## config.mk

```make
export PLATFORM = sky130hd
export DESIGN_NAME = cpm_ring_mgr
export DESIGN_NICKNAME = d
export VERILOG_FILES = /design/src/rtl/cpm_pkg.sv /design/src/rtl/cpm_regbank.sv /design/src/rtl/cpm_mod.sv /design/src/rtl/cpm_seq.sv /design/src/rtl/cpm_ring_mgr.sv
export SDC_FILE = /design/constraint.sdc
export NUM_CORES = 1
export LEC_CHECK = 0
export ABC_AREA = 1
export BUFFER_PORTS_ARGS = -buffer_cell sky130_fd_sc_hd__clkbuf_2
export CAP_MARGIN = 20
export CELL_PAD_IN_SITES_DETAIL_PLACEMENT = 1
export CELL_PAD_IN_SITES_GLOBAL_PLACEMENT = 2
export CORE_MARGIN = 2
export CORE_UTILIZATION = 41
export CTS_BUF_LIST = sky130_fd_sc_hd__clkbuf_2
export DETAILED_ROUTE_END_ITERATION = 8
export PLACE_DENSITY_LB_ADDON = 0.1
export SLEW_MARGIN = 20
export SYNTH_ARGS = -nofsm -noshare
export SYNTH_HDL_FRONTEND = slang
export SYNTH_SLANG_ARGS = --single-unit
export TNS_END_PERCENT = 20
```

## constraint.sdc

```tcl
create_clock -name clk -period 35.2 [get_ports clk]
set_input_delay 5.28 -clock clk [delete_from_list [all_inputs] [get_ports clk]]
set_output_delay 5.28 -clock clk [all_outputs]
set_load 0.05 [all_outputs]
```

## src/rtl/cpm_pkg.sv

```systemverilog
`timescale 1ns/1ps
package cpm_pkg;

  typedef enum logic [2:0] {
    ST_IDLE,
    ST_CHECK,
    ST_FOLD,
    ST_ISSUE,
    ST_DONE
  } cpm_state_e;

  typedef enum logic [1:0] {
    FLD_BASE = 2'd0,
    FLD_END  = 2'd1,
    FLD_CUR  = 2'd2,
    FLD_RSVD = 2'd3
  } cpm_fld_e;

endpackage

```

## src/rtl/cpm_regbank.sv

```systemverilog
`timescale 1ns/1ps
module cpm_regbank
  import cpm_pkg::*;
#(
  parameter int N  = 2,
  parameter int IW = 3,
  parameter int AW = 16
) (
  input  logic          clk,
  input  logic          rst_n,
  input  logic          wr_en,
  input  logic [IW-1:0] wr_idx,
  input  logic [1:0]    wr_fld,
  input  logic [AW-1:0] wr_data,
  input  logic          wb_en,
  input  logic [IW-1:0] wb_idx,
  input  logic [AW-1:0] wb_data,
  input  logic [IW-1:0] ra_idx,
  output logic [AW-1:0] ra_base,
  output logic [AW-1:0] ra_end,
  output logic [AW-1:0] ra_cur,
  input  logic [IW-1:0] rb_idx,
  output logic          rb_hit,
  output logic [AW-1:0] rb_base,
  output logic [AW-1:0] rb_end,
  output logic [AW-1:0] rb_cur
);

  logic [AW-1:0] base_q [N];
  logic [AW-1:0] end_q  [N];
  logic [AW-1:0] cur_q  [N];

  for (genvar g = 0; g < N; g++) begin : g_ent
    logic sel_w, sel_b;
    logic base_en, end_en, cur_en;
    logic [AW-1:0] cur_d;

    always_comb begin
      sel_w   = wr_en && (wr_idx == IW'(g));
      sel_b   = wb_en && (wb_idx == IW'(g));
      base_en = sel_w && (wr_fld == FLD_BASE);
      end_en  = sel_w && (wr_fld == FLD_END);
      cur_en  = sel_b || (sel_w && (wr_fld == FLD_CUR));
      // the sequencer's write-back wins over a same-cycle software write
      cur_d   = sel_b ? wb_data : wr_data;
    end

    always_ff @(posedge clk or negedge rst_n) begin
      if (!rst_n) begin
        base_q[g] <= '0;
        end_q[g]  <= '0;
        cur_q[g]  <= '0;
      end else begin
        if (base_en) base_q[g] <= wr_data;
        if (end_en)  end_q[g]  <= wr_data;
        if (cur_en)  cur_q[g]  <= cur_d;
      end
    end
  end

  always_comb begin
    ra_base = '0;
    ra_end  = '0;
    ra_cur  = '0;
    rb_hit  = 1'b0;
    rb_base = '0;
    rb_end  = '0;
    rb_cur  = '0;
    for (int i = 0; i < N; i++) begin
      if (ra_idx == IW'(i)) begin
        ra_base = base_q[i];
        ra_end  = end_q[i];
        ra_cur  = cur_q[i];
      end
      if (rb_idx == IW'(i)) begin
        rb_hit  = 1'b1;
        rb_base = base_q[i];
        rb_end  = end_q[i];
        rb_cur  = cur_q[i];
      end
    end
  end

  // only rings that exist are ever written back
  a_r9_wb_in_range: assert property (@(posedge clk) disable iff (!rst_n)
    wb_en |-> (int'(wb_idx) < N));

endmodule

```

## src/rtl/cpm_mod.sv

```systemverilog
`timescale 1ns/1ps
module cpm_mod #(
  parameter int AW = 16
) (
  input  logic          clk,
  input  logic          rst_n,
  input  logic          start,
  input  logic [AW-1:0] dvd,
  input  logic [AW-1:0] dvs,
  output logic          done,
  output logic [AW-1:0] rem
);

  localparam int CW = $clog2(AW + 1);

  logic [CW-1:0] cnt_q, cnt_n;
  logic [AW-1:0] acc_q, acc_n;
  logic [AW-1:0] sh_q, sh_n;
  logic [AW-1:0] dvs_q, dvs_n;
  logic          done_q, done_n;
  logic [AW:0]   trial, diff;

  always_comb begin
    trial  = {acc_q, sh_q[AW-1]};
    diff   = trial - {1'b0, dvs_q};
    cnt_n  = cnt_q;
    acc_n  = acc_q;
    sh_n   = sh_q;
    dvs_n  = dvs_q;
    done_n = 1'b0;
    if (start) begin
      cnt_n = CW'(AW);
      acc_n = '0;
      sh_n  = dvd;
      dvs_n = dvs;
    end else if (cnt_q != '0) begin
      // restoring step: keep the difference unless it borrowed
      acc_n  = diff[AW] ? trial[AW-1:0] : diff[AW-1:0];
      sh_n   = {sh_q[AW-2:0], 1'b0};
      cnt_n  = cnt_q - 1'b1;
      done_n = (cnt_q == CW'(1));
    end
  end

  always_ff @(posedge clk or negedge rst_n) begin
    if (!rst_n) begin
      cnt_q  <= '0;
      acc_q  <= '0;
      sh_q   <= '0;
      dvs_q  <= '0;
      done_q <= 1'b0;
    end else begin
      cnt_q  <= cnt_n;
      acc_q  <= acc_n;
      sh_q   <= sh_n;
      dvs_q  <= dvs_n;
      done_q <= done_n;
    end
  end

  assign done = done_q;
  assign rem  = acc_q;

  // a finished fold is strictly inside the ring span
  a_r4_rem_lt_div: assert property (@(posedge clk) disable iff (!rst_n)
    done_q |-> (acc_q < dvs_q));

endmodule

```

## src/rtl/cpm_seq.sv

```systemverilog
`timescale 1ns/1ps
module cpm_seq
  import cpm_pkg::*;
#(
  parameter int IW = 3,
  parameter int AW = 16,
  parameter int LW = 16
) (
  input  logic          clk,
  input  logic          rst_n,
  input  logic          req_valid,
  output logic          req_ready,
  input  logic          req_dir,
  input  logic [IW-1:0] req_idx,
  input  logic [LW-1:0] req_len,
  input  logic          req_sink,
  input  logic          sn_hit,
  input  logic [AW-1:0] sn_base,
  input  logic [AW-1:0] sn_end,
  input  logic [AW-1:0] sn_cur,
  output logic          mod_start,
  output logic [AW-1:0] mod_dvd,
  output logic [AW-1:0] mod_dvs,
  input  logic          mod_done,
  input  logic [AW-1:0] mod_rem,
  output logic          chk_valid,
  input  logic          chk_ready,
  output logic [AW-1:0] chk_addr,
  output logic [LW-1:0] chk_len,
  output logic          chk_dir,
  output logic          chk_zero,
  output logic          done_valid,
  output logic          done_err,
  output logic [AW-1:0] done_cur,
  output logic          wb_en,
  output logic          wb_dir,
  output logic [IW-1:0] wb_idx,
  output logic [AW-1:0] wb_cur
);

  localparam int MW = (AW > LW) ? AW : LW;
  localparam int SW = MW + 1;

  cpm_state_e    st_q, st_n;
  logic          dir_q, dir_n;
  logic [IW-1:0] idx_q, idx_n;
  logic          sink_q, sink_n;
  logic          hit_q, hit_n;
  logic          err_q, err_n;
  logic [AW-1:0] base_q, base_n;
  logic [AW-1:0] end_q, end_n;
  logic [AW-1:0] cur_q, cur_n;
  logic [LW-1:0] left_q, left_n;

  logic [MW-1:0] room_m, left_m, take_m;
  logic [AW-1:0] step_cur;

  function automatic logic [AW-1:0] lift(input logic [AW-1:0] v, input logic [AW-1:0] b);
    return (v < b) ? b : v;
  endfunction

  always_comb begin
    room_m   = MW'(end_q - cur_q);
    left_m   = MW'(left_q);
    take_m   = (left_m < room_m) ? left_m : room_m;
    step_cur = cur_q + AW'(take_m);
  end

  always_comb begin
    st_n      = st_q;
    dir_n     = dir_q;
    idx_n     = idx_q;
    sink_n    = sink_q;
    hit_n     = hit_q;
    err_n     = err_q;
    base_n    = base_q;
    end_n     = end_q;
    cur_n     = cur_q;
    left_n    = left_q;
    mod_start = 1'b0;
    unique case (st_q)
      ST_IDLE: begin
        if (req_valid) begin
          st_n   = ST_CHECK;
          dir_n  = req_dir;
          idx_n  = req_idx;
          sink_n = req_sink;
          hit_n  = sn_hit;
          base_n = sn_base;
          end_n  = sn_end;
          cur_n  = sn_cur;
          left_n = req_len;
          err_n  = 1'b0;
        end
      end
      ST_CHECK: begin
        if (!hit_q || (end_q <= base_q)) begin
          err_n = 1'b1;
          st_n  = ST_DONE;
        end else if (cur_q >= end_q) begin
          mod_start = 1'b1;
          st_n      = ST_FOLD;
        end else begin
          cur_n = lift(cur_q, base_q);
          st_n  = (left_q == '0) ? ST_DONE : ST_ISSUE;
        end
      end
      ST_FOLD: begin
        if (mod_done) begin
          cur_n = lift(mod_rem, base_q);
          st_n  = (left_q == '0) ? ST_DONE : ST_ISSUE;
        end
      end
      ST_ISSUE: begin
        if (chk_ready) begin
          cur_n  = (step_cur == end_q) ? base_q : step_cur;
          left_n = left_q - chk_len;
          if (left_q == chk_len) st_n = ST_DONE;
        end
      end
      ST_DONE: st_n = ST_IDLE;
      default: st_n = ST_IDLE;
    endcase
  end

  always_ff @(posedge clk or negedge rst_n) begin
    if (!rst_n) begin
      st_q   <= ST_IDLE;
      dir_q  <= 1'b0;
      idx_q  <= '0;
      sink_q <= 1'b0;
      hit_q  <= 1'b0;
      err_q  <= 1'b0;
      base_q <= '0;
      end_q  <= '0;
      cur_q  <= '0;
      left_q <= '0;
    end else begin
      st_q   <= st_n;
      dir_q  <= dir_n;
      idx_q  <= idx_n;
      sink_q <= sink_n;
      hit_q  <= hit_n;
      err_q  <= err_n;
      base_q <= base_n;
      end_q  <= end_n;
      cur_q  <= cur_n;
      left_q <= left_n;
    end
  end

  assign req_ready  = (st_q == ST_IDLE);
  assign chk_valid  = (st_q == ST_ISSUE);
  assign chk_addr   = cur_q;
  assign chk_len    = LW'(take_m);
  assign chk_dir    = dir_q;
  assign chk_zero   = dir_q && (idx_q == '0) && sink_q;
  assign done_valid = (st_q == ST_DONE);
  assign done_err   = err_q;
  assign done_cur   = cur_q;
  assign wb_en      = done_valid && !err_q;
  assign wb_dir     = dir_q;
  assign wb_idx     = idx_q;
  assign wb_cur     = cur_q;
  assign mod_dvd    = cur_q;
  assign mod_dvs    = end_q - base_q;

  // every chunk is non-empty and lies inside the ring
  a_r6_chunk_in_ring: assert property (@(posedge clk) disable iff (!rst_n)
    chk_valid |-> (chk_len != '0) && (chk_addr >= base_q) &&
                  ((SW'(chk_addr) + SW'(chk_len)) <= SW'(end_q)));

  // a stalled chunk holds still
  a_r8_hold_chunk: assert property (@(posedge clk) disable iff (!rst_n)
    (chk_valid && !chk_ready) |=> chk_valid && $stable(chk_addr) && $stable(chk_len));

  // no new request is taken while chunks are outstanding
  a_r2_busy_no_ready: assert property (@(posedge clk) disable iff (!rst_n)
    chk_valid |-> !req_ready);

  // completion is a single-cycle pulse followed by idle
  a_r9_done_pulse: assert property (@(posedge clk) disable iff (!rst_n)
    done_valid |=> !done_valid && req_ready);

  // the position after a handshake never sits at the ring end
  a_r7_wrap_base: assert property (@(posedge clk) disable iff (!rst_n)
    (chk_valid && chk_ready) |=> (chk_addr != end_q));

endmodule

```

## src/rtl/cpm_ring_mgr.sv

```systemverilog
`timescale 1ns/1ps
module cpm_ring_mgr
  import cpm_pkg::*;
#(
  parameter int NUM_IN  = 2,
  parameter int NUM_OUT = 4,
  parameter int IW      = 3,
  parameter int AW      = 16,
  parameter int LW      = 16,
  localparam int RAW    = IW + 3
) (
  input  logic           clk,
  input  logic           rst_n,
  input  logic           reg_we,
  input  logic [RAW-1:0] reg_addr,
  input  logic [AW-1:0]  reg_wdata,
  output logic [AW-1:0]  reg_rdata,
  input  logic           req_valid,
  output logic           req_ready,
  input  logic           req_dir,
  input  logic [IW-1:0]  req_idx,
  input  logic [LW-1:0]  req_len,
  input  logic           req_sink,
  output logic           chk_valid,
  input  logic           chk_ready,
  output logic [AW-1:0]  chk_addr,
  output logic [LW-1:0]  chk_len,
  output logic           chk_dir,
  output logic           chk_zero,
  output logic           done_valid,
  output logic           done_err,
  output logic [AW-1:0]  done_cur
);

  // reset: asserted asynchronously, released on the clock
  logic [1:0] rs_q;
  logic       srst_n;
  always_ff @(posedge clk or negedge rst_n) begin
    if (!rst_n) rs_q <= '0;
    else        rs_q <= {rs_q[0], 1'b1};
  end
  assign srst_n = rs_q[1];

  logic          a_bank;
  logic [IW-1:0] a_idx;
  logic [1:0]    a_fld;
  assign a_bank = reg_addr[RAW-1];
  assign a_idx  = reg_addr[RAW-2:2];
  assign a_fld  = reg_addr[1:0];

  logic [AW-1:0] ra_base [2];
  logic [AW-1:0] ra_end  [2];
  logic [AW-1:0] ra_cur  [2];
  logic          rb_hit  [2];
  logic [AW-1:0] rb_base [2];
  logic [AW-1:0] rb_end  [2];
  logic [AW-1:0] rb_cur  [2];

  logic          wb_en, wb_dir;
  logic [IW-1:0] wb_idx;
  logic [AW-1:0] wb_cur;

  for (genvar g = 0; g < 2; g++) begin : g_bank
    localparam int NE = (g == 0) ? NUM_IN : NUM_OUT;
    cpm_regbank #(.N(NE), .IW(IW), .AW(AW)) u_bank (
      .clk     (clk),
      .rst_n   (srst_n),
      .wr_en   (reg_we && (a_bank == 1'(g))),
      .wr_idx  (a_idx),
      .wr_fld  (a_fld),
      .wr_data (reg_wdata),
      .wb_en   (wb_en && (wb_dir == 1'(g))),
      .wb_idx  (wb_idx),
      .wb_data (wb_cur),
      .ra_idx  (a_idx),
      .ra_base (ra_base[g]),
      .ra_end  (ra_end[g]),
      .ra_cur  (ra_cur[g]),
      .rb_idx  (req_idx),
      .rb_hit  (rb_hit[g]),
      .rb_base (rb_base[g]),
      .rb_end  (rb_end[g]),
      .rb_cur  (rb_cur[g])
    );
  end

  always_comb begin
    unique case (a_fld)
      FLD_BASE: reg_rdata = ra_base[a_bank];
      FLD_END:  reg_rdata = ra_end[a_bank];
      FLD_CUR:  reg_rdata = ra_cur[a_bank];
      default:  reg_rdata = '0;
    endcase
  end

  logic          mod_start, mod_done;
  logic [AW-1:0] mod_dvd, mod_dvs, mod_rem;

  cpm_mod #(.AW(AW)) u_mod (
    .clk   (clk),
    .rst_n (srst_n),
    .start (mod_start),
    .dvd   (mod_dvd),
    .dvs   (mod_dvs),
    .done  (mod_done),
    .rem   (mod_rem)
  );

  cpm_seq #(.IW(IW), .AW(AW), .LW(LW)) u_seq (
    .clk        (clk),
    .rst_n      (srst_n),
    .req_valid  (req_valid),
    .req_ready  (req_ready),
    .req_dir    (req_dir),
    .req_idx    (req_idx),
    .req_len    (req_len),
    .req_sink   (req_sink),
    .sn_hit     (rb_hit[req_dir]),
    .sn_base    (rb_base[req_dir]),
    .sn_end     (rb_end[req_dir]),
    .sn_cur     (rb_cur[req_dir]),
    .mod_start  (mod_start),
    .mod_dvd    (mod_dvd),
    .mod_dvs    (mod_dvs),
    .mod_done   (mod_done),
    .mod_rem    (mod_rem),
    .chk_valid  (chk_valid),
    .chk_ready  (chk_ready),
    .chk_addr   (chk_addr),
    .chk_len    (chk_len),
    .chk_dir    (chk_dir),
    .chk_zero   (chk_zero),
    .done_valid (done_valid),
    .done_err   (done_err),
    .done_cur   (done_cur),
    .wb_en      (wb_en),
    .wb_dir     (wb_dir),
    .wb_idx     (wb_idx),
    .wb_cur     (wb_cur)
  );

  // silence is only ever asked for on output ring 0
  a_r10_zero_out0: assert property (@(posedge clk) disable iff (!srst_n)
    (chk_valid && chk_zero) |-> chk_dir);

endmodule

```

==> results of run 1 <==
-- state kept, by name (all words and copies together), names as in the netlist, 2 cells and up --
register / flops
u_seq.end_q: 16
u_seq.chk_addr: 16
u_mod.cnt_q: 5
u_seq.st_q: 3
g_bank.u_bank.base_q: 96
g_bank.u_bank.end_q: 96
u_seq.wb_idx: 3
u_mod.rem: 16
rs_q: 2
g_bank.u_bank.cur_q: 96
u_seq.left_m: 16
u_mod.dvs_q: 16
u_seq.base_q: 16
u_mod.sh_q: 16
-- worst register-to-register path, delay by kind of cell (launching register included) --
family	cells	cell delay, ns
adders and majority gates	4	1.82
DFF	1	0.60
xor gates and xnor gates	1	0.18
buffers and inverters	4	1.29
and+or+nand+nor	18	2.64
AOI/OAI and AO/OA	6	1.84
-- stage by stage --
step / setup slack (ns) / util
after floorplan: 21.99 / -
after global placement: 22.10 / 0.430
after detailed placement: 22.00 / 0.430
after CTS: 22.00 / 0.446
after global routing: 21.72 / 0.447
final: 21.87 / 0.448
-- layer usage --
layer  routed length [um]  global-route usage  vias to the layer above
met3                 7920              0.0580                      385
met5                    0                   0                        -
met1                48900               0.446                    13882
li1                     -                   -                    12496
met4                 8100               0.228                        0
met2                58000               0.592                     1175
-- final cells by class --
type	instances	share of cell area
repair buffers	166	0.0333
flip-flops and latches	418	0.357
diodes	5	0.000427
inverters	486	0.0622
clock inverters	32	0.00568
well taps	864	0.0369
clock buffers	184	0.0314
multi-input cells	2451	0.473
-- path summary, 6_finish.rpt --
| path | slack [ns] | end | cells past startpoint | from |
|---|---|---|---|---|
| max in group asynchronous | 31.38 | rs_q[0] | 1 | rst_n |
| max reg2reg | 26.83 | u_seq.chk_addr[0] | 33 | u_seq.chk_addr[1] |
| min reg2reg | 0.29 | g_bank[1].u_bank.cur_q[62] | 0 | rs_q[1] |
| min | 0.29 | g_bank[1].u_bank.cur_q[62] | 0 | rs_q[1] |
| max | 21.87 | reg_rdata[6] | 9 | reg_addr[2] |
| min in group clk | 0.35 | rs_q[1] | 0 | rs_q[0] |
-- cells in the final DEF, fill, tap and decap left out, types with 9 or more instances in the layout --
cell type	netlist	routed
nand2_1	683	677
inv_1	457	457
dfrtp_1	418	417
o21ai_0	393	392
clkbuf_2	0	301
nand3_1	279	275
nor2_1	196	188
o22ai_1	173	173
o221ai_1	136	136
ha_1	128	128
a21oi_1	118	118
o211ai_1	50	50
buf_4	19	47
clkinv_1	22	44
nor3_1	37	36
xor2_1	32	32
a221oi_1	31	31
a211oi_1	20	20
xnor2_1	18	18
o31ai_1	18	18
a31oi_1	16	16
nor4_1	12	12
nand3_2	8	12
nand2_2	9	11
a22oi_1	11	11
o21ai_1	9	9
-- cell families (layout without fill, tap and decap cells) --
kind of cell | Yosys count | in the layout | share of synthesized area
AOI/OAI and AO/OA | 1006 | 1006 | 0.231
xor gates and xnor gates | 51 | 51 | 0.0168
adders and majority gates | 133 | 133 | 0.0630
buffers and inverters | 713 | 868 | 0.103
DFF | 418 | 418 | 0.387
other | 1 | 6 | 0.000139
and+or+nand+nor | 1260 | 1260 | 0.199
==> impl_metrics.env, run 1 <==
export IMPL_hold_buffers=0
export IMPL_die_w_um=261
export IMPL_path_cells="clkbuf_2 > inv_1 > nand2_4 > clkinv_1 > a221oi_1 > o21ai_0 > nand3_1 > o311ai_0 > clkbuf_2"
export IMPL_path_clk_slew_ns=0.10
export IMPL_drcViolationCount=0
export IMPL_max_freq_mhz=75.0
export IMPL_seq_area_mm2=0.0105
export IMPL_cts_setup_buffers=0
export IMPL_maxCapViolCount=0
export IMPL_nNetsFinal=3821
export IMPL_syn_num_nets=3763
export IMPL_ys_top_cells_by_area="dfrtp_1 (39%), nand2_1 (9.5%), o21ai_0 (7.3%)"
export IMPL_grt_usage=0.362
export IMPL_hold_viol=0
export IMPL_worst_setup_path_start_kind="input port"
export IMPL_cp_top_family="buffers and inverters"
export IMPL_timing_final_crit_period_ns=13.33
export IMPL_slew_headroom=0.194
export IMPL_synth_seq_cells=418
export IMPL_yosysMostFrequentCell="nand2_1"
export IMPL_fin_skew_ns=0.130
export IMPL_crit_required_ns=29.92
export IMPL_cts_tree="built"
export IMPL_place_area_mm2=0.0282
export IMPL_drt_iter0_markers=2324
export IMPL_min_delay_path_class="reg2async"
export IMPL_fillers=8307
export IMPL_rows=94
export IMPL_setup_tns_ns=0
export IMPL_areaGrowthSynthToFinish_pct=8.56
export IMPL_endpoint_kind="output port"
export IMPL_synth_edf_count=0
export IMPL_clockRootBuffer="clkbuf_2"
export IMPL_period_share=0.379
export IMPL_multi_input_area_mm2=0.0139
export IMPL_hold_ws_ns=0.289
export IMPL_syn_inst=3582
export IMPL_synth_cell_types=56
export IMPL_core_mm2=0.0655
export IMPL_die_area_mm2=0.0679
export IMPL_instances_no_fill=4606
export IMPL_async_flop_share=1.00
export IMPL_path_buf_inv=4
export IMPL_drive_gt1_frac=0.114
export IMPL_cpMaxStageDelayCell="nand2_4"
export IMPL_setup_viol=0
export IMPL_slowest_delay_ns=0.66
export IMPL_dp_cells=4382
export IMPL_grt_first_pass_wirelength_mm=183
export IMPL_hpwl_mm=90.4
export IMPL_wl_per_cell_um=26.7
export IMPL_clockBufferDepth=3
export IMPL_cts_sinks=418
export IMPL_design_area_mm2=0.0293
export IMPL_ant_nets=0
export IMPL_synth_top_cell_area_share=0.387
export IMPL_cts_inserted_buffers=117
export IMPL_synthesis_area_mm2=0.0270
export IMPL_rsz0062_at_grt="no"
export IMPL_grt_overflow=0
export IMPL_postSynthAreaPerCell_um2=7.54
export IMPL_clkLatencyLatePin_ns=1.33
export IMPL_firstDrtPassIters=5
export IMPL_seq_area_frac_synth=0.387
export IMPL_avgViaCountPerCell=6.07
export IMPL_synthTopCellsByCount="nand2_1 (683), inv_1 (457), dfrtp_1 (418)"
export IMPL_portBuffers=117
export IMPL_routed_wl_mm=123
export IMPL_worst_pin_slew_ns=1.20
export IMPL_slew_viol_final=0
export IMPL_grt_start_max_net_pins=90
export IMPL_yosysTopAreaCell="dfrtp_1"
export IMPL_dieHeight_um=261
export IMPL_via_count=27938
export IMPL_yosys_warnings=0
export IMPL_gp_congestion=1.02
export IMPL_cts_resized=0
export IMPL_crit_type="in2out"
export IMPL_crit_arrival_ns=8.05
export IMPL_crit_path_frequent_cell="clkbuf_2"
export IMPL_cts_htree_levels=3
export IMPL_path_max_fanout=89
export IMPL_initial_core_util=0.412
export IMPL_top_level_ports=118
export IMPL_grt_pass1_vias=29114
export IMPL_antenna_found_initial=4
export IMPL_status="complete, no violations"
export IMPL_ys_flop_type="dfrtp_1"
Power of run 1 is left out: the tool's default activity adds up to more than one toggle a clock period on the data nets, which glitch-free logic cannot reach.
==> run 2, diff against run 1 <==
CORE_UTILIZATION = 34   (was 41)
clock period = 10.8 ns   (was 35.2 ns; I/O delays follow)
==> impl_metrics.env, run 2 (same netlist as run 1, synthesis figures left out) <==
export IMPL_status="complete, no violations"
export IMPL_drive_gt1_frac=0.121
export IMPL_period_share=0.791
export IMPL_hpwl_mm=89.7
export IMPL_rsz0062_at_grt="no"
export IMPL_worst_pin_slew_ns=1.25
export IMPL_antenna_found_initial=8
export IMPL_via_count=27912
export IMPL_initial_core_util=0.342
export IMPL_ant_nets=0
export IMPL_crit_type="reg2out"
export IMPL_path_max_fanout=22
export IMPL_slew_viol_final=0
export IMPL_path_clk_slew_ns=0.09
export IMPL_drt_iter0_markers=1962
export IMPL_areaGrowthSynthToFinish_pct=10.4
export IMPL_cts_sinks=418
export IMPL_crit_arrival_ns=6.92
export IMPL_top_level_ports=118
export IMPL_clockRootBuffer="clkbuf_2"
export IMPL_drcViolationCount=0
export IMPL_crit_required_ns=9.18
export IMPL_endpoint_kind="output port"
export IMPL_setup_viol=0
export IMPL_routed_wl_mm=130
export IMPL_fillers=9871
export IMPL_maxCapViolCount=0
export IMPL_cts_htree_levels=4
export IMPL_grt_first_pass_wirelength_mm=193
export IMPL_gp_congestion=0.924
export IMPL_place_area_mm2=0.0285
export IMPL_grt_overflow=0
export IMPL_timing_final_crit_period_ns=8.54
export IMPL_core_mm2=0.0789
export IMPL_cts_setup_buffers=0
export IMPL_layout_common_cells="nand2_1 (675), inv_1 (455), dfrtp_1 (417), o21ai_0 (392), clkbuf_2 (309)"
export IMPL_setup_tns_ns=0
export IMPL_grt_usage=0.318
export IMPL_hold_viol=0
export IMPL_die_area_mm2=0.0817
export IMPL_postLayoutCoreUtil=0.378
export IMPL_reg_top3="g_bank.u_bank.base_q (96), g_bank.u_bank.cur_q (96), g_bank.u_bank.end_q (96)"
export IMPL_worst_setup_path_start_kind="flop"
export IMPL_fin_skew_ns=0.141
export IMPL_hold_ws_ns=0.354
export IMPL_design_area_mm2=0.0298
export IMPL_reg2reg_slack_ns=2.67
export IMPL_portBuffers=117
export IMPL_dieHeight_um=286
export IMPL_cts_inserted_buffers=131
export IMPL_cts_tree="built"
export IMPL_slew_headroom=0.163
export IMPL_avgViaCountPerCell=5.81
export IMPL_min_delay_path_class="reg2reg"
export IMPL_wl_per_cell_um=27.1
export IMPL_max_freq_mhz=117
export IMPL_cts_resized=0
export IMPL_mostFrequentLayoutCell="nand2_1"
export IMPL_grt_start_max_net_pins=158
export IMPL_rows=103
export IMPL_clkLatencyLatePin_ns=1.40
export IMPL_clockBufferDepth=3
export IMPL_nNetsFinal=3840
export IMPL_firstDrtPassIters=5
export IMPL_grt_pass1_vias=29217
export IMPL_hold_buffers=1
export IMPL_die_w_um=286
-- run 2: area by class of cell --
class	instances	area (um2)	area share
Multi-Input combinational cell	2451	13900	0.467
Sequential cell	418	10500	0.351
Clock buffer	192	961	0.0322
Timing Repair Buffer	171	1060	0.0355
Antenna cell	8	20.0	0.000671
Inverter	486	1820	0.0612
Clock inverter	29	258	0.00864
Tap cell	1050	1310	0.0441
-- run 2: per-stage QoR --
step                      instances  worst slack, ns
after global routing           4802             1.75
after global placement         4573             3.09
final                          4805             2.26
after detailed placement       4573             2.83
after floorplan                3582             3.43
after CTS                      4795             2.15
-- run 2: final timing paths --
kind	start	end	depth (start not counted)
hold reg to reg	rs_q[0]	rs_q[1]	0
min in group asynchronous	rs_q[1]	g_bank[1].u_bank.base_q[31]	0
max in group asynchronous	rs_q[1]	u_mod.dvs_q[15]	1
hold / removal	rs_q[0]	rs_q[1]	0
setup / recovery	u_seq.chk_addr[3]	chk_len[10]	17
setup reg to reg	u_seq.chk_addr[3]	u_seq.chk_addr[1]	32
-- run 2: critical path: stages, from the launching register on --
cell	delay [ns]
dfrtp_1	0.57
clkinv_1	0.50
ha_1	0.56
a21oi_1	0.16
nand2_1	0.14
a21oi_1	0.31
o21ai_0	0.19
a31oi_1	0.25
o21ai_0	0.14
xor2_1	0.18
ha_1	0.30
nand2_1	0.08
nor4_1	0.25
nand2_1	0.14
nand2_1	0.27
inv_1	0.35
o21ai_0	0.81
clkbuf_2	0.42
-- run 2: metal layers --
layer,global-route usage,part of all wire
met1,0.405,0.43
met2,0.522,0.46
met3,0.0562,0.057
met4,0.158,0.050
met5,0,0.00018
Power of run 2 is left out for the same reason.
==> run 3, diff against run 2 <==
CORE_UTILIZATION = 38   (was 34)
clock period = 8.8 ns   (was 10.8 ns; I/O delays follow)
==> impl_metrics.env, run 3 (same netlist as run 1, synthesis figures left out) <==
export IMPL_status="complete, no violations"
export IMPL_cts_setup_buffers=0
export IMPL_crit_arrival_ns=6.93
export IMPL_dp_cells=4462
export IMPL_period_share=0.937
export IMPL_layout_common_cells="nand2_1 (678), inv_1 (456), dfrtp_1 (417), o21ai_0 (389), clkbuf_2 (295)"
export IMPL_multi_input_area_mm2=0.0139
export IMPL_hpwl_mm=87.1
export IMPL_max_freq_mhz=121
export IMPL_routed_wl_mm=126
export IMPL_crit_type="reg2out"
export IMPL_wl_per_cell_um=27.0
export IMPL_path_clk_slew_ns=0.09
export IMPL_avgViaCountPerCell=5.95
export IMPL_seq_area_mm2=0.0105
export IMPL_maxCapViolCount=0
export IMPL_setup_tns_ns=0
export IMPL_grt_overflow=0
export IMPL_die_w_um=271
export IMPL_cts_sinks=418
export IMPL_nNetsFinal=3827
export IMPL_top_level_ports=118
export IMPL_grt_pass1_vias=29018
export IMPL_path_max_fanout=22
export IMPL_die_area_mm2=0.0732
export IMPL_path_buf_inv=3
export IMPL_fillers=8919
export IMPL_grt_first_pass_wirelength_mm=188
export IMPL_fin_ws_ns=0.551
export IMPL_rows=97
export IMPL_grt_usage=0.342
export IMPL_instances_no_fill=4678
export IMPL_via_count=27857
export IMPL_portBuffers=117
export IMPL_place_ws_ns=0.729
export IMPL_mostFrequentLayoutCell="nand2_1"
export IMPL_cts_inserted_buffers=119
export IMPL_hold_viol=0
export IMPL_path_depth=17
export IMPL_slew_headroom=0.190
export IMPL_drcViolationCount=0
export IMPL_cts_tree="built"
export IMPL_drive_gt1_frac=0.114
export IMPL_reg2regPathDepth=33
export IMPL_slowest_delay_ns=0.66
export IMPL_rsz0062_at_grt="no"
export IMPL_dieHeight_um=271
export IMPL_antenna_found_initial=4
export IMPL_hold_ws_ns=0.341
export IMPL_setup_viol=0
export IMPL_cp_top_family="compound AO/OA/AOI/OAI gates"
export IMPL_initial_core_util=0.385
export IMPL_drt_iter0_markers=2182
export IMPL_fin_skew_ns=0.162
export IMPL_clkLatencyLatePin_ns=1.31
export IMPL_path_cells="clkinv_1 > ha_1 > nand2_1 > nor3_1 > a21oi_1 > o21ai_0 > a31oi_1 > o21ai_0 > xor2_1 > ha_1 > nand2_1 > nor4_1 > nand2_1 > nand2_1 > inv_1 > o21ai_0 > clkbuf_2"
export IMPL_ant_nets=0
export IMPL_endpoint_kind="output port"
export IMPL_cpMaxStageDelayCell="ha_1"
export IMPL_firstDrtPassIters=6
export IMPL_worst_setup_path_start_kind="flop"
export IMPL_worst_pin_slew_ns=1.21
export IMPL_clockBufferDepth=3
export IMPL_crit_required_ns=7.48
export IMPL_core_mm2=0.0701
export IMPL_grt_start_max_net_pins=79
export IMPL_slew_viol_final=0
export IMPL_min_delay_path_class="in2async"
export IMPL_crit_path_frequent_cell="nand2_1"
export IMPL_clockRootBuffer="clkbuf_2"
export IMPL_gp_congestion=0.914
export IMPL_cts_htree_levels=3
export IMPL_areaGrowthSynthToFinish_pct=9.09
export IMPL_timing_final_crit_period_ns=8.25
export IMPL_reg_top3="g_bank.u_bank.base_q (96), g_bank.u_bank.cur_q (96), g_bank.u_bank.end_q (96)"
## run 3: worst reg2reg max path, delay by kind of cell (launching register included)
kind,cells,cell delay [ns]
AND/OR/NAND/NOR,16,2.10
AO/OA/AOI/OAI,8,1.95
adder cells (fa/ha/maj),4,1.74
buffers and inverters,3,1.10
flip-flops,1,0.61
XOR/XNOR,2,0.46
## run 3: cell type report
cell class | instances | area share
Multi-Input combinational cell | 2451 | 0.472
Sequential cell | 418 | 0.355
Inverter | 486 | 0.0619
Tap cell | 940 | 0.0399
Timing Repair Buffer | 170 | 0.0347
Clock buffer | 178 | 0.0302
Clock inverter | 31 | 0.00535
Antenna cell | 4 | 0.000340
## run 3: timing repair
action                     CTS  global route
gates resized for setup      0             2
hold buffers                 1             0
hold endpoints to repair     2             0
setup endpoints to repair    0             2
## run 3: layer usage
layer	share of wire	GRT usage
met2	0.47	0.563
met3	0.068	0.0619
met5	0.000087	0
met4	0.048	0.157
met1	0.42	0.436
## run 3: worst paths after layout
kind                       slack [ns]               from                end
max                              0.55  u_seq.chk_addr[7]        chk_len[11]
min reg2reg                      0.36            rs_q[0]            rs_q[1]
min                              0.34              rst_n            rs_q[1]
max reg2reg                      0.74  u_seq.chk_addr[7]  u_seq.chk_addr[4]
min in group clk                 0.35         req_idx[1]    u_seq.wb_idx[1]
max in group asynchronous        5.90            rs_q[1]    u_seq.left_m[0]
## run 3: through the flow
step	instance area [um2]	util
floorplan	27000	-
global placement	28300	0.404
detailed placement	28300	0.404
CTS	29400	0.419
global route	29500	0.420
finish	29500	0.420
Power of run 3 is left out for the same reason.
